===== config.mk =====
export PLATFORM = sky130hd
export DESIGN_NAME = nic_nested_ctrl
export DESIGN_NICKNAME = d
export VERILOG_FILES = /design/src/rtl/nic_pkg.sv /design/src/rtl/nic_req_latch.sv /design/src/rtl/nic_mask_bank.sv /design/src/rtl/nic_svc_stack.sv /design/src/rtl/nic_prio_pick.sv /design/src/rtl/nic_nested_ctrl.sv
export SDC_FILE = /design/constraint.sdc
export NUM_CORES = 1
export LEC_CHECK = 0
export BUFFER_PORTS_ARGS = -buffer_cell sky130_fd_sc_hd__buf_2
export CAP_MARGIN = 5
export CORE_MARGIN = 4
export CORE_UTILIZATION = 35
export CTS_CLUSTER_DIAMETER = 200
export DETAILED_ROUTE_END_ITERATION = 8
export GPL_TIMING_DRIVEN = 1
export SLEW_MARGIN = 0
export SYNTH_ARGS = -nofsm -noshare
export SYNTH_HDL_FRONTEND = slang
export SYNTH_HIERARCHICAL = 1
export SYNTH_SLANG_ARGS = --single-unit

===== constraint.sdc =====
create_clock -name clk -period 6.1 [get_ports clk]
set_clock_uncertainty 0.1 [all_clocks]
set_input_delay 0.305 -clock clk [delete_from_list [all_inputs] [get_ports clk]]
set_output_delay 0.305 -clock clk [all_outputs]
set_load 0.01 [all_outputs]

===== src/rtl/nic_pkg.sv =====
// Shared helpers for the nested interrupt controller.
// Assumes source count stays small (one mask word per source).
package nic_pkg;

    // Default mask of source k in an n-source system: blocks k and all lower priorities.
    function automatic logic [31:0] nic_default_mask(input int k, input int n);
        logic [31:0] m;
        m = '0;
        for (int i = 0; i < n; i++) begin
            if (i >= k) m[i] = 1'b1;
        end
        return m;
    endfunction

endpackage


===== src/rtl/nic_req_latch.sv =====
// Request latch: turns 0->1 transitions on each line into sticky pending bits.
// Assumes request lines are synchronous to clk.
module nic_req_latch #(
    parameter int NUM_SRC = 5
) (
    input  logic               clk,
    input  logic               rst_n,
    input  logic [NUM_SRC-1:0] irq_in,
    input  logic [NUM_SRC-1:0] clr,
    output logic [NUM_SRC-1:0] pending
);
    logic [NUM_SRC-1:0] prev_q;

    // Track previous line level and set/clear pending bits.
    always_ff @(posedge clk) begin
        if (!rst_n) begin
            prev_q  <= '0;
            pending <= '0;
        end else begin
            prev_q  <= irq_in;
            pending <= (pending & ~clr) | (irq_in & ~prev_q);
        end
    end

    // A newly set pending bit needs its line high in the previous cycle.
    p_edge_only_r2: assert property (@(posedge clk) disable iff (!rst_n)
        ((pending & ~$past(pending)) & ~$past(irq_in)) == '0);

endmodule


===== src/rtl/nic_mask_bank.sv =====
// Mask word bank and global enable flag, loaded through a simple write port.
// Assumes select codes 0..NUM_SRC-1 address masks and NUM_SRC addresses the enable flag.
module nic_mask_bank
    import nic_pkg::*;
#(
    parameter int NUM_SRC = 5,
    parameter int SEL_W   = 3
) (
    input  logic                       clk,
    input  logic                       rst_n,
    input  logic                       we,
    input  logic [SEL_W-1:0]           sel,
    input  logic [NUM_SRC-1:0]         wdata,
    output logic [NUM_SRC*NUM_SRC-1:0] mask_flat,
    output logic                       ie
);
    localparam logic [SEL_W-1:0] SEL_IE = SEL_W'(NUM_SRC);

    for (genvar k = 0; k < NUM_SRC; k++) begin : g_mask
        localparam logic [NUM_SRC-1:0] DEF = NUM_SRC'(nic_default_mask(k, NUM_SRC));
        logic [NUM_SRC-1:0] word_q;

        // Hold one source's mask word; reload default on reset.
        always_ff @(posedge clk) begin
            if (!rst_n)                            word_q <= DEF;
            else if (we && sel == SEL_W'(k))       word_q <= wdata;
        end

        assign mask_flat[k*NUM_SRC +: NUM_SRC] = word_q;
    end

    // Global interrupt enable flag.
    always_ff @(posedge clk) begin
        if (!rst_n)                    ie <= 1'b0;
        else if (we && sel == SEL_IE)  ie <= wdata[0];
    end

    // Enable flag only changes through an enable-select write.
    p_ie_write_only_r9: assert property (@(posedge clk) disable iff (!rst_n)
        !$past(we && sel == SEL_IE) |-> $stable(ie));

endmodule


===== src/rtl/nic_svc_stack.sv =====
// In-service stack: holds source numbers of nested service routines, NUM_SRC deep.
// Assumes the caller never pushes when full and never pops when empty.
module nic_svc_stack #(
    parameter int NUM_SRC = 5,
    parameter int IDX_W   = 3
) (
    input  logic             clk,
    input  logic             rst_n,
    input  logic             push,
    input  logic [IDX_W-1:0] push_idx,
    input  logic             pop,
    output logic [IDX_W-1:0] top_idx,
    output logic             empty,
    output logic             full
);
    localparam int DEP_W = $clog2(NUM_SRC + 1);

    logic [IDX_W-1:0] slot_q [NUM_SRC];
    logic [DEP_W-1:0] depth_q;
    logic [DEP_W-1:0] top_ptr;

    assign empty   = (depth_q == '0);
    assign full    = (depth_q == DEP_W'(NUM_SRC));
    assign top_ptr = empty ? '0 : depth_q - DEP_W'(1);
    assign top_idx = slot_q[top_ptr];

    // Update depth counter on push or pop.
    always_ff @(posedge clk) begin
        if (!rst_n)                 depth_q <= '0;
        else if (pop && !empty)     depth_q <= depth_q - DEP_W'(1);
        else if (push && !full)     depth_q <= depth_q + DEP_W'(1);
    end

    // Write the pushed source number into the next free slot.
    always_ff @(posedge clk) begin
        if (!rst_n) begin
            for (int i = 0; i < NUM_SRC; i++) slot_q[i] <= '0;
        end else if (push && !pop && !full) begin
            slot_q[depth_q] <= push_idx;
        end
    end

    p_no_overflow_r6: assert property (@(posedge clk) disable iff (!rst_n)
        push |-> !full);
    p_push_grows_r6: assert property (@(posedge clk) disable iff (!rst_n)
        (push && !pop) |=> depth_q == $past(depth_q) + DEP_W'(1));
    p_pop_empty_r7: assert property (@(posedge clk) disable iff (!rst_n)
        (pop && empty) |=> empty);

endmodule


===== src/rtl/nic_prio_pick.sv =====
// Fixed-priority picker: lowest-numbered eligible source wins.
// Purely combinational.
module nic_prio_pick #(
    parameter int NUM_SRC = 5,
    parameter int IDX_W   = 3
) (
    input  logic [NUM_SRC-1:0] elig,
    output logic               any,
    output logic [IDX_W-1:0]   idx
);
    // Scan from lowest priority up so the lowest index is kept last.
    always_comb begin
        any = |elig;
        idx = '0;
        for (int i = NUM_SRC - 1; i >= 0; i--) begin
            if (elig[i]) idx = IDX_W'(i);
        end
    end
endmodule


===== src/rtl/nic_nested_ctrl.sv =====
// Nested interrupt controller: per-source mask words decide pre-emption while
// a source is in service; fixed priority picks among unblocked pending sources.
// Assumes ack and eoi are single-cycle pulses from the CPU.
module nic_nested_ctrl #(
    parameter int NUM_SRC = 5,
    parameter int IDX_W   = $clog2(NUM_SRC),
    parameter int SEL_W   = $clog2(NUM_SRC + 1)
) (
    input  logic               clk,
    input  logic               rst_n,
    input  logic [NUM_SRC-1:0] irq_in,
    input  logic               ack,
    input  logic               eoi,
    input  logic               cfg_we,
    input  logic [SEL_W-1:0]   cfg_sel,
    input  logic [NUM_SRC-1:0] cfg_wdata,
    output logic               irq_out,
    output logic [IDX_W-1:0]   irq_vec
);
    logic [NUM_SRC-1:0]         pending, clr, active_mask, elig;
    logic [NUM_SRC*NUM_SRC-1:0] mask_flat;
    logic                       ie, any, do_ack, do_pop, st_empty, st_full;
    logic [IDX_W-1:0]           top_idx;

    nic_req_latch #(.NUM_SRC(NUM_SRC)) u_req (
        .clk(clk), .rst_n(rst_n), .irq_in(irq_in), .clr(clr), .pending(pending)
    );

    nic_mask_bank #(.NUM_SRC(NUM_SRC), .SEL_W(SEL_W)) u_masks (
        .clk(clk), .rst_n(rst_n), .we(cfg_we), .sel(cfg_sel), .wdata(cfg_wdata),
        .mask_flat(mask_flat), .ie(ie)
    );

    nic_svc_stack #(.NUM_SRC(NUM_SRC), .IDX_W(IDX_W)) u_stack (
        .clk(clk), .rst_n(rst_n), .push(do_ack), .push_idx(irq_vec), .pop(do_pop),
        .top_idx(top_idx), .empty(st_empty), .full(st_full)
    );

    nic_prio_pick #(.NUM_SRC(NUM_SRC), .IDX_W(IDX_W)) u_pick (
        .elig(elig), .any(any), .idx(irq_vec)
    );

    // Select the mask word of the top in-service source, none when idle.
    always_comb begin
        active_mask = '0;
        for (int k = 0; k < NUM_SRC; k++) begin
            if (!st_empty && top_idx == IDX_W'(k)) active_mask = mask_flat[k*NUM_SRC +: NUM_SRC];
        end
    end

    // Gate the request and decode the CPU handshake.
    always_comb begin
        elig    = pending & ~active_mask;
        irq_out = ie && any && !st_full;
        do_pop  = eoi && !st_empty;
        do_ack  = ack && irq_out && !eoi;
        clr     = do_ack ? (NUM_SRC'(1) << irq_vec) : '0;
    end

    p_irq_needs_ie_r3: assert property (@(posedge clk) disable iff (!rst_n)
        irq_out |-> ie);
    p_vec_pending_r4: assert property (@(posedge clk) disable iff (!rst_n)
        irq_out |-> pending[irq_vec]);
    p_vec_unmasked_r5: assert property (@(posedge clk) disable iff (!rst_n)
        irq_out |-> !active_mask[irq_vec]);
    p_ack_eoi_r10: assert property (@(posedge clk) disable iff (!rst_n)
        (ack && eoi) |-> !do_ack);

endmodule


==> results.cfg, run 1 <==
[worst_setup_path]
critPathMaxFanout = 12
critPathSlowestCell = dfxtp_1
r2r_end = u_stack/slot_q[3][1]$_SDFFCE_PN0P_
ff2ff_path_depth = 18
critical_path_required_ps = 5970
start_kind = flip-flop
regToRegStartpoint = u_stack/depth_q[0]$_SDFFE_PN0P_
reg2reg_slack_ps = 670
slowest_delay_ps = 590
cp.arrival_ps = 5300
crit_path_end_kind = flip-flop
path_class = reg2reg
crit_chain = inv_1 -> ha_1 -> inv_1 -> ha_1 -> mux4_2 -> nor2_1 -> a21oi_1 -> o22a_1 -> mux2i_1 -> o22ai_1 -> a211oi_1 -> nor4_2 -> nand2b_1 -> nand3b_4 -> nor3b_1 -> a21boi_4 -> nand4_2 -> o21ai_0

[floorplanning]
io_pins = 22
coreArea_mm2 = 0.00876
start_util = 0.362
dieWidth_um = 103
rows = 34
die_area_mm2 = 0.0107
die_height_um = 103

[clock_tree]
h-tree-depth = 3
numCtsBuffers = 9
clockBufferDepth = 2
clk_pin_slew_ps = 70
holdBufCountCts = 0
tritoncts = built
cts_root_buf = clkbuf_8
cts_sinks = 63
clk_latency_ps = 330
cts_resized = 0
cts_setup_buffers = 0

[finish]
layout.nets = 340
final_cell_mix = mux2i_1, dfxtp_1, edfxtp_1
final_common_cell = mux2i_1
postLayoutCoreUtil = 0.413
syn2layout_area_growth_pct = 14.1
diodes = 0
layout-drive-gt1-share = 0.205

[timing]
slew_violations = 0
worst_slew_pin_slew_ps = 817
period_share = 0.890
final.setup.tns_ps = 0
clock.fmax_mhz = 184
setup_viol = 0
slew_headroom = 0.448
rsz0062_at_grt = no
finalHoldViolCount = 0
fin_crit_ps = 5430

[global_routing]
grt_first_pass_wirelength_um = 10400
grt-busiest-layer = met2
grt_usage = 0.131
grt.overflow.total = 0
met2_usage = 0.213
grt_max_degree = 56
grt_pass1_vias = 2183
use_met1 = 0.158
grt_antenna_before_repair = 0
grt_use_met3 = 0.0429

[synthesis]
synthArstFlopShare = 0
synth_nets = 315
ys_seq_elements = 63
synth.distinct_cells = 48
synth_edf_count = 24
syn_area_mm2 = 0.00317
synthCells = 292
ys_seq_area_frac = 0.473
avgSynthCellArea_um2 = 10.9
yosys_warnings = 6
ys.flop_type = dfxtp_1

[power]
p_leak_nw = 1.47
p_seq_frac = 0.487
peakVddDrop_mv = 0.138
swShare = 0.208
internal_power_w = 0.000737
pwr-share-clk = 0.438
powerDensity_mw_per_mm2 = 257
comb_power_share = 0.074
switching_power_w = 0.000194

[route]
first_iter_violations = 59
antenna_left = 0
wl_per_cell_um = 14.5
drcViolationCount = 0
vias_per_cell = 4.99
vias = 2146
drtPass1Iterations = 4
drt-total-wl_um = 6240

[worst_hold_path]
worstHoldPathCells = 2
worstHoldPathType = in2reg
hp-start = irq_in[2]
min_to = u_req/prev_q[2]$_SDFF_PN0_

[run_status]
status = complete, no violations

[placed_design]
dp_hpwl_um = 4630
portBuffers = 21
gp_congestion = 0.823

[run]
drv_cap = 0
state kept, by name, indices dropped and copies added, names as in the netlist:
| name | flops |
|---|---|
| u_req/prev_q | 5 |
| u_stack/depth_q | 3 |
| u_masks/ie | 1 |
| u_req/pending | 5 |
| u_masks/g_mask.word_q | 25 |
| u_stack/slot_q | 24 |
layer usage:
metal	up-vias	share of wire
met4	0	0.022
met1	1009	0.47
li1	1083	-
met5	-	0
met2	40	0.47
met3	14	0.042
worst max path at each step:
stage                                         endpoint  cells past startpoint  slack (ps)                            start
floorplan           u_stack/slot_q[3][0]$_SDFFCE_PN0P_                     21        1770  u_stack/depth_q[0]$_SDFFE_PN0P_
global placement    u_stack/slot_q[3][2]$_SDFFCE_PN0P_                     18         850  u_stack/depth_q[0]$_SDFFE_PN0P_
detailed placement  u_stack/slot_q[3][2]$_SDFFCE_PN0P_                     18         640  u_stack/depth_q[0]$_SDFFE_PN0P_
CTS                                         irq_vec[0]                     14         610  u_stack/depth_q[0]$_SDFFE_PN0P_
global route        u_stack/slot_q[3][1]$_SDFFCE_PN0P_                     18         110  u_stack/depth_q[0]$_SDFFE_PN0P_
finish              u_stack/slot_q[3][1]$_SDFFCE_PN0P_                     18         670  u_stack/depth_q[0]$_SDFFE_PN0P_
cell families (layout without fill, tap and decap cells):
kind of cell    Yosys count  after routing  synth area share
buf+inv                  23             53            0.0331
simple gates            120            120             0.244
flops                    63             63             0.473
mux                      45             45             0.151
compound gates           36             36            0.0788
fa+ha+maj                 5              5            0.0197
metrics by stage:
step	hold slack [ps]	setup slack [ps]	instance area, um2	cells	power [W]
global placement	350	848	3380	414	0.000532
detailed placement	356	641	3380	414	0.000533
floorplan	334	1770	3170	292	0.000505
finish	97.0	669	3620	430	0.000931
global route	84.0	106	3620	430	0.000975
CTS	74.2	606	3620	430	0.000946
cell usage after synthesis (2+ instances only):
cell type | n | share of area
mux2i_1 | 40 | 0.13
dfxtp_1 | 39 | 0.25
edfxtp_1 | 24 | 0.23
nand2_1 | 22 | 0.026
nor2b_1 | 22 | 0.043
and2_1 | 17 | 0.034
nand2b_1 | 14 | 0.028
nor2_1 | 12 | 0.014
inv_1 | 11 | 0.013
a211oi_1 | 6 | 0.014
a21oi_1 | 6 | 0.0095
buf_2 | 6 | 0.0095
o21ai_0 | 6 | 0.0095
a21boi_1 | 5 | 0.012
and2_2 | 5 | 0.012
ha_1 | 5 | 0.020
o22ai_1 | 5 | 0.0099
nor3_1 | 4 | 0.0063
clkbuf_1 | 3 | 0.0035
mux2_2 | 3 | 0.011
nand4bb_1 | 3 | 0.011
and3_1 | 2 | 0.0039
mux4_2 | 2 | 0.014
nand4_2 | 2 | 0.0079
nor3_2 | 2 | 0.0063
nor3b_2 | 2 | 0.0079
o22a_1 | 2 | 0.0055
or3_1 | 2 | 0.0039
worst max-delay path: cells and delay by family, from the launching register on:
kind	cells	cell delay, ps
buffers and inverters	2	210
and+or+nand+nor	6	890
muxes	2	550
adders and majority gates	2	730
AOI/OAI and AO/OA	6	1990
DFF	1	590
area by class of cell:
| cell class | count | area, um2 |
|---|---|---|
| Clock buffer | 15 | 208 |
| Clock inverter | 1 | 30.0 |
| Fill cell | 852 | 5140 |
| Inverter | 12 | 45.0 |
| Multi-Input combinational cell | 206 | 1570 |
| Sequential cell | 63 | 1500 |
| Tap cell | 108 | 135 |
| Timing Repair Buffer | 25 | 135 |
power by group through the flow:
stage	Clock, W	Sequential [W]	Combinational (W)
4_1_cts	0.000422	0.000454	0.0000703
6_report	0.000408	0.000453	0.0000692
3_5_place_dp	0	0.000463	0.0000702
5_1_grt	0.000442	0.000454	0.0000783
2_1_floorplan	0	0.000460	0.0000446
3_3_place_gp	0	0.000463	0.0000692
Note: power is estimated with default switching activity, not from simulation.
==> run 2, diff against run 1 <==
Settings changed: CORE_UTILIZATION 35 to 25, CTS_BUF_LIST set to sky130_fd_sc_hd__clkbuf_2 sky130_fd_sc_hd__clkbuf_4 sky130_fd_sc_hd__clkbuf_8.
==> results.cfg, run 2 (synthesized netlist as in run 1, its figures left out) <==
[run_status]
status = complete, no violations

[finish]
layout-drive-gt1-share = 0.202
largest_reg_flops = 25
final_common_cell = mux2i_1
diodes = 0
layout.nets = 339
syn2layout_area_growth_pct = 14.9
top_regs = u_masks/g_mask.word_q (25), u_stack/slot_q (24)
postLayoutCoreUtil = 0.299
top_register = u_masks/g_mask.word_q
final_cell_mix = mux2i_1, dfxtp_1, edfxtp_1

[floorplanning]
dieWidth_um = 121
coreArea_mm2 = 0.0122
rows = 40
start_util = 0.260
die_area_mm2 = 0.0146
die_height_um = 121
io_pins = 22

[timing]
finalHoldViolCount = 0
setup_viol = 0
fin_crit_ps = 5430
slew_headroom = 0.446
clock.fmax_mhz = 184
period_share = 0.891
slew_violations = 0
final.setup.tns_ps = 0
rsz0062_at_grt = no
worst_slew_pin_slew_ps = 819
holdWs_ps = 90.9

[run]
drv_cap = 0

[global_routing]
grt_max_degree = 56
grt_usage = 0.0976
grt_antenna_before_repair = 0
grt_pass1_vias = 2219
grt_first_pass_wirelength_um = 11100
grt.overflow.total = 0

[clock_tree]
cts_sinks = 63
cts_setup_buffers = 0
clk_pin_slew_ps = 80
holdBufCountCts = 0
cts_resized = 0
h-tree-depth = 3
cts_root_buf = clkbuf_8
clk_latency_ps = 340
clockBufferDepth = 2
numCtsBuffers = 9
tritoncts = built

[route]
drt-total-wl_um = 6690
drcViolationCount = 0
antenna_left = 0
wl_per_cell_um = 13.7
vias_per_cell = 4.34
first_iter_violations = 124
drtPass1Iterations = 4
vias = 2124

[worst_setup_path]
path_class = reg2reg
critical_path_required_ps = 5990
crit_path_end_kind = flip-flop
cp.arrival_ps = 5320
critPathMaxFanout = 12
start_kind = flip-flop

[power]
peakVddDrop_mv = 0.145
p_leak_nw = 1.44
powerDensity_mw_per_mm2 = 241

[placed_design]
portBuffers = 21
gp_congestion = 0.786
dp_hpwl_um = 4890

[worst_hold_path]
worstHoldPathType = in2reg
[run 2: changes by cell type in the layout (fill, tap and decap cells not counted)]
cell / previous run / this run
clkbuf_8: 13 / 9
clkinvlp_4: 0 / 2
inv_6: 0 / 2
buf_4: 4 / 3
clkbuf_1: 1 / 0
clkbuf_16: 1 / 0
clkinv_1: 0 / 1
clkinv_2: 0 / 1
[run 2: stage by stage]
| stage | cell area (um2) | power (W) | std cells | setup WS [ps] |
|---|---|---|---|---|
| after floorplan | 3170 | 0.000505 | 292 | 1770 |
| after global placement | 3450 | 0.000531 | 473 | 885 |
| after detailed placement | 3450 | 0.000533 | 473 | 660 |
| after CTS | 3650 | 0.000892 | 489 | 668 |
| after global routing | 3650 | 0.000921 | 489 | 81.6 |
| final | 3650 | 0.000880 | 489 | 667 |
[run 2: layer usage]
layer  vias to the layer above  global-route usage  routed length (um)
li1                       1077                   -                   -
met1                      1001               0.120                3120
met3                         6              0.0239                 220
met2                        40               0.162                3250
met5                         -                   0                   0
met4                         0              0.0425                  96
[run 2: worst max-delay path, cell delays in order (launching register included)]
cell and delay, ps:
dfxtp_1 610, inv_1 170, ha_1 250, inv_1 60, ha_1 480, mux4_2 300, nor2_1 40, a21oi_1 130
o22a_1 550, mux2i_1 250, o22ai_1 100, a211oi_1 400, nor4_2 120, nand2b_1 140, nand3b_4 90, nor3b_1 280
a21boi_4 310, nand4_2 200, o21ai_0 480
[run 2: path summary, 6_finish.rpt]
| check | slack [ps] | cells past startpoint | endpoint | start |
|---|---|---|---|---|
| worst min register to register | 370 | 2 | u_masks/g_mask[4].word_q[1]$_SDFFE_PN0P_ | u_masks/g_mask[4].word_q[1]$_SDFFE_PN0P_ |
| worst max-delay path | 670 | 18 | u_stack/slot_q[3][2]$_SDFFCE_PN0P_ | u_stack/depth_q[0]$_SDFFE_PN0P_ |
| worst min-delay path | 90 | 2 | u_req/prev_q[1]$_SDFF_PN0_ | irq_in[1] |
| worst max register to register | 670 | 18 | u_stack/slot_q[3][2]$_SDFFCE_PN0P_ | u_stack/depth_q[0]$_SDFFE_PN0P_ |
[run 2: area by class of cell]
type	count	area [um2]
clock buffers	9	124
clock inverters	7	71.3
fillers	1284	8560
inverters	12	45.0
multi-input cells	206	1570
flip-flops and latches	63	1500
well taps	168	210
repair buffers	24	128
[run 2: power breakdown]
part,switching (W),internal (W),total (W)
logic,0.0000394,0.0000293,0.0000687
registers,0.00000543,0.000448,0.000453
clock network,0.000169,0.000189,0.000358
